`src/rtl/pin_phase_counter.sv`:
```
module pin_phase_counter #(
  parameter int PHASE_W = 32,
  parameter int MODE_W  = 5,
  parameter logic [MODE_W-1:0] NCO_CODE = 5'b00100,
  parameter logic [MODE_W-1:0] PLL_CODE = 5'b00010
) (
  input  logic               clk,
  input  logic               rst_n,
  input  logic [MODE_W-1:0]  mode_i,
  input  logic               dir_i,
  input  logic               frq_we,
  input  logic [PHASE_W-1:0] frq_wdata,
  input  logic               phs_we,
  input  logic [PHASE_W-1:0] phs_wdata,
  output logic [PHASE_W-1:0] phs_rdata,
  output logic               pin_o,
  output logic               pin_oe,
  output logic               pll_sel_o
);
  localparam int MSB = PHASE_W - 1;

  logic [PHASE_W-1:0] frq_q, phs_q, phs_d;
  logic               pin_q;
  logic               nco_on;

  assign nco_on = (mode_i == NCO_CODE);

  always_comb begin
    if (phs_we)      phs_d = phs_wdata;
    else if (nco_on) phs_d = phs_q + frq_q;
    else             phs_d = phs_q;
  end

  always_ff @(posedge clk) begin
    if (!rst_n) begin
      frq_q <= '0;
      phs_q <= '0;
      pin_q <= 1'b0;
    end else begin
      if (frq_we) frq_q <= frq_wdata;
      phs_q <= phs_d;
      pin_q <= nco_on & phs_d[MSB];
    end
  end

  assign phs_rdata = phs_q;
  assign pin_o     = pin_q;
  assign pin_oe    = dir_i;
  assign pll_sel_o = (mode_i == PLL_CODE);
endmodule

```
`config.mk`:
```
export PLATFORM = sky130hd
export DESIGN_NAME = pin_phase_counter
export DESIGN_NICKNAME = d
export VERILOG_FILES = /design/src/rtl/pin_phase_counter.sv
export SDC_FILE = /design/constraint.sdc
export NUM_CORES = 1
export LEC_CHECK = 0
export CORE_ASPECT_RATIO = 1.4
export CORE_UTILIZATION = 45
export DETAILED_ROUTE_END_ITERATION = 16
export GPL_ROUTABILITY_DRIVEN = 0
export PLACE_DENSITY = 0.79
export SLEW_MARGIN = 20
export SYNTH_ARGS = -nofsm -noshare
export SYNTH_HDL_FRONTEND = slang
export SYNTH_SLANG_ARGS = --single-unit
```
`constraint.sdc`:
```
create_clock -name clk -period 2.5 [get_ports clk]
set_input_delay 0.375 -clock clk [delete_from_list [all_inputs] [get_ports clk]]
set_output_delay 0.375 -clock clk [all_outputs]
set_load 0.005 [all_outputs]
```
==> run metrics, run 1 <==
setup tns final 0 ns; Async SR Flop Fraction 0; post-synthesis xor/xnor area fraction 0.04777; WS Path Type reg2reg; WL/cell 16.28 um; Slew Limit Fails 0; clk root buf clkbuf_16; TritonCTS Buffers 9; Post-Synth Simple-Gate Area 0.1842; largest net degree at the start of global routing 42; main area contributors after synthesis dfxtp_1 30%, ha_1 8.8%, mux2i_1 8.2%; Initial Utilization 0.4652; DRT iter0 DRCs 237; setup violators final 0; Net Sw Frac 0.2867; Top Family by Delay on Critical Path compound AO/OA/AOI/OAI gates; Fin Clk Skew 0.006453 ns; Compound-Gate Fraction of Synth Area 0.2494; initial antenna violation count 0; Seq/Total Area, Yosys 0.2957; internal power 2.159 mW; die area 10,180 um2; CP endpoint kind register; MaxCap Viol Count 0; vias in the first global route 4,168; CP startpoint kind register; P&R area growth vs syn 37.25%; Top Layer Used met4; Arr. time, crit path 2.68 ns; critical path's largest stage delay 0.44 ns; Synth top area share 0.2957; Remaining DRCs 0; P_leak 2.555 nW; RSZ-0062 raised after global routing yes; number of port buffers 106; Switch Pwr 867.7 uW; Post-Synthesis Cells 508; Top Ports 109; Layout fillers 776; crit-path cells ha_1 > a211o_1 > a21oi_1 > o21ai_2 > a211oi_1 > o21ai_1 > xor2_1 > nand2_1 > a31oi_1; Final Cycle Share 0.9678; CTS tree yes; CP Data Required Time 2.76 ns; grt total ovfl 0; placed instance count 718; Worst Tran Pin Value 0.5240 ns; EDFF count, synth 0; combinational family with the most area after synthesis compound AO/OA/AOI/OAI gates; Tot GR Track Use 0.2344; power share of the clock group 0.385; Initial DRT Pass Iterations 5; Most used DFF post-synth dfxtp_1; global-route wire length before repair 19.08 mm; syn nets 614; Post-Route WL 12.06 mm; WL met1 4.834 mm; clk slew on worst S/H paths 0.05 ns; clock latency on the worst-skew pair 0.34 ns; Row Count 42; Pwr Total 3.027 mW; post-synthesis instance area 4400 um2; die width 85.58 um; dominant cell by count in the synthesized netlist dfxtp_1; via count 4,332; Yosys warning count 0; vias per cell 5.846; Netlist cell types 71; H-tree depth 3; adder-cell share of the synthesized area 0.09269; Fmax 413.3 MHz; slowest stage cell, crit path a211oi_1; CTS Buffer Depth 2; ANT cells 0; DPL Wire Length 8.959 mm; FF+latch count, synth 65; fin util 0.6385; final hold violation count 0; Worst R2R Setup Slack 0.08 ns; Flop pwr share 0.383; post-route minimum period 2.419 ns; CTS sink count 65; Gate power share 0.232; CP max FO 6; met3 wire len 631 um; Storage cell area 1304 um2; slew margin rel. 0.6463; leading cell types by count after synthesis 65 x dfxtp_1, 50 x a21oi_1, 39 x nand2_1; CORE AREA 9459 um2; HP Class reg2reg; post-synthesis mux area share 0.08189; area of the multi-input gates 2952 um2; run status finished, final reports clean; number of nets in the layout 732; Syn Area/Cell 8.662 um2; ANT nets after route 0; PwrDens 501.2 nW/um2; Cell Count, Final, Fillers Out 741; WL met2 6.266 mm; CP bufs+invs 0; Die H 119.0 um; VDD IR-drop max 0.3474 mV; Synth area leader dfxtp_1; share of cells above drive strength 1 0.1284
==> layout by cell type, fill, tap and decap left out, drive strengths merged, types with 5 or more instances in the layout <==
cell type,n
a211oi,9
a21o,9
a21oi,51
a31oi,8
a41oi,6
and2,6
and3,7
buf,33
clkbuf,9
clkdlybuf4s50,104
clkinvlp,5
dfxtp,65
ha,31
inv,14
mux2i,36
nand2,39
nand2b,5
nand3,9
nand4,6
nor2,10
nor2b,37
nor3b,5
o211a,8
o211ai,12
o21ai,38
or3,7
xnor2,10
xor2,14
==> power by group through the flow <==
| stage | registers, mW | logic [mW] | clock network, mW |
|---|---|---|---|
| after global routing | 1.17 | 0.765 | 1.23 |
| after floorplan | 1.17 | 0.393 | 0 |
| after CTS | 1.16 | 0.688 | 1.18 |
| final | 1.16 | 0.703 | 1.16 |
| after detailed placement | 1.18 | 0.680 | 0 |
| after global placement | 1.18 | 0.665 | 0 |
==> cell type report <==
cell class	instances	share of cell area
Inverter	12	0.007458
Timing Repair Buffer	137	0.2188
Multi-Input combinational cell	401	0.4887
Clock buffer	9	0.03729
Sequential cell	65	0.2159
Clock inverter	7	0.009115
Tap cell	110	0.02279
==> repair_timing <==
item / CTS / global route
setup buffers: 1 / 6
pin swaps: 2 / 10
gates cloned: 0 / 0
endpoints found under the setup margin: 4 / 15
resized for setup: 4 / 14
hold buffers: 0 / 0
==> final timing paths <==
kind | startpoint | to | cells after the start
setup / recovery | phs_rdata[8] | phs_rdata[19] | 9
hold / removal | phs_rdata[19] | phs_rdata[19] | 2
setup reg to reg | phs_rdata[8] | phs_rdata[19] | 9
hold reg to reg | phs_rdata[19] | phs_rdata[19] | 2
==> tightest hold or removal path, stage by stage (launching register included) <==
cell and delay, ns:
dfxtp_1 0.33, nand2_1 0.06, a31oi_1 0.07
==> state kept, by name, indices dropped and copies added (netlist names) <==
register and cells:
phs_rdata 32, frq_q 32, pin_o 1
==> layer usage <==
| layer | global-route usage | vias to the layer above |
|---|---|---|
| li1 | - | 2114 |
| met1 | 0.2664 | 2038 |
| met2 | 0.4190 | 148 |
| met3 | 0.04089 | 32 |
| met4 | 0.1094 | 0 |
| met5 | 0 | - |
==> logic make-up after synthesis <==
logic type	after synthesis
AOI/OAI and AO/OA	166
and+or+nand+nor	143
DFF	65
buffers and inverters	42
muxes	36
adders and majority gates	32
xor gates and xnor gates	24
==> metrics by stage <==
step	setup slack [ns]	hold slack, ns	cell area [um2]
floorplan	0.07940	0.4815	4400
global placement	0.03387	0.4910	5639
detailed placement	-0.1300	0.5032	5639
CTS	0.01857	0.5119	5936
global route	-0.08130	0.5421	6040
finish	0.08062	0.5073	6040
Power figures use the tool's default switching activity.
==> run 2, diff against run 1 <==
--- a/config.mk
+++ b/config.mk
@@ -15,2 +15,3 @@
 export SYNTH_HDL_FRONTEND = slang
 export SYNTH_SLANG_ARGS = --single-unit
+export TNS_END_PERCENT = 50
==> constraint.sdc (replaced) <==
create_clock -name clk -period 2.5 [get_ports clk]
set_input_delay 0.375 -clock clk [delete_from_list [all_inputs] [get_ports clk]]
set_output_delay 0.375 -clock clk [all_outputs]
set_load 0.1 [all_outputs]
==> run 2 against run 1 <==
  * Critical path depth is 1 higher
  * Non-clock buffer count fell by 4
  * Design area grew 0.60%
  * Die area stayed put
  * Sequential power is essentially flat
  * Sequential share of layout area increased by 0.69 points
  * Via count is 1.2% lower
  * Combinational power up 35%
  * Power up 19%
  * Critical path type unchanged
  * Global-route usage rose by 0.64 points
==> run metrics, run 2 (synthesized netlist as in run 1, its figures left out) <==
Top Ports 109; Post-Route WL 12.18 mm; RSZ-0062 raised after global routing yes; Die H 119.0 um; Cell Count, Final, Fillers Out 737; post-route minimum period 2.409 ns; global-route wire length before repair 19.41 mm; HP Class reg2reg; CP endpoint kind register; Arr. time, crit path 2.69 ns; initial antenna violation count 0; Layout fillers 774; WL/cell 16.53 um; clk slew on worst S/H paths 0.05 ns; largest net degree at the start of global routing 41; design area 6076 um2; Final Cycle Share 0.9636; CP startpoint kind register; slew margin rel. 0.6044; share of cells above drive strength 1 0.2297; die width 85.58 um; VDD IR-drop max 0.4078 mV; Initial DRT Pass Iterations 5; DRT iter0 DRCs 188; placed instance count 715; final hold violation count 0; P&R area growth vs syn 38.07%; vias per cell 5.810; Placed Area 5597 um2; Pwr Total 3.613 mW; CORE AREA 9459 um2; Initial Utilization 0.4652; via count 4,282; ANT cells 0; PwrDens 594.7 nW/um2; area of the multi-input gates 2983 um2; Fmax 415.1 MHz; CTS tree yes; pre-CTS setup slack -0.04408 ns; most frequent cells in the layout 70 x clkdlybuf4s50_1, 59 x buf_4, 48 x a21oi_1, 39 x nand2_1; CP Data Required Time 2.78 ns; number of nets in the layout 728; Row Count 42; final worst setup slack 0.09104 ns; CP max FO 4; clk root buf clkbuf_16; CTS Hold Bufs 0; CTS sink count 65; grt total ovfl 0; die area 10,180 um2; run status finished, final reports clean; P_leak 2.636 nW; number of port buffers 106; Tot GR Track Use 0.2408; WS Path Type reg2reg; DPL Wire Length 8.880 mm; setup violators final 0; ANT nets after route 0; CTS Buffer Depth 2; commonest non-fill, non-tap cell in the layout clkdlybuf4s50_1; TritonCTS Buffers 9; vias in the first global route 4,245; H-tree depth 3; Storage cell area 1354 um2; clock latency on the worst-skew pair 0.34 ns; Worst Tran Pin Value 0.5934 ns; Remaining DRCs 0; MaxCap Viol Count 0; Slew Limit Fails 0; Fin Clk Skew 0.006214 ns
[run 2: changes by cell type in the layout (fill, tap and decap cells not counted), moves of 3 or more]
| cell | before | now |
|---|---|---|
| dfxtp_1 | 63 | 33 |
| buf_4 | 28 | 59 |
| dfxtp_4 | 0 | 5 |
| dfxtp_2 | 2 | 27 |
| clkdlybuf4s50_1 | 104 | 70 |
| bufinv_16 | 0 | 3 |
[run 2: routing by layer]
| layer | wire, um | track usage | up-vias |
|---|---|---|---|
| li1 | - | - | 2102 |
| met1 | 4918 | 0.2682 | 2009 |
| met2 | 6285 | 0.4285 | 144 |
| met3 | 649 | 0.04782 | 27 |
| met4 | 327 | 0.1208 | 0 |
| met5 | 0 | 0 | - |
[run 2: worst max-delay path, stage by stage (launching register included)]
cell,delay (ns)
dfxtp_4,0.35
ha_1,0.32
a211oi_2,0.32
o211ai_2,0.15
and4b_4,0.25
nor2_4,0.14
buf_4,0.16
o221ai_1,0.12
xnor2_1,0.15
o211ai_1,0.21
o211a_1,0.17
[run 2: timing repair]
action	CTS	global route
setup endpoints to repair	4	17
pin swaps	2	10
resized for setup	4	15
buffers inserted	0	6
[run 2: stage by stage]
step	setup TNS (ns)	util	hold WS (ns)
final	0	0.6423	0.5001
after global routing	-0.1066	0.6423	0.5124
after CTS	-0.01827	0.6308	0.4967
after detailed placement	-0.04408	0.5917	0.4919
after global placement	0	0.5917	0.4793
after floorplan	-0.01087	-	0.4826
[run 2: final timing paths]
path | startpoint | end | slack (ns) | cells past startpoint
setup reg to reg | phs_rdata[1] | phs_rdata[23] | 0.09 | 10
setup / recovery | phs_rdata[1] | phs_rdata[23] | 0.09 | 10
hold / removal | phs_rdata[19] | phs_rdata[19] | 0.50 | 2
hold reg to reg | phs_rdata[19] | phs_rdata[19] | 0.50 | 2
[run 2: power breakdown]
| part | switching, mW | leakage, nW | internal [mW] | total (mW) |
|---|---|---|---|---|
| combinational | 0.580 | 1.92 | 0.370 | 0.950 |
| sequential | 0.0554 | 0.549 | 1.11 | 1.16 |
| clock | 0.467 | 0.166 | 1.03 | 1.50 |
| total | 1.10 | 2.64 | 2.51 | 3.61 |
[run 2: area by class of cell]
type,instances,area share
inverters,12,0.007414
flip-flops and latches,65,0.2228
well taps,110,0.02265
multi-input cells,401,0.4909
clock inverters,6,0.01853
clock buffers,10,0.04119
repair buffers,133,0.1965
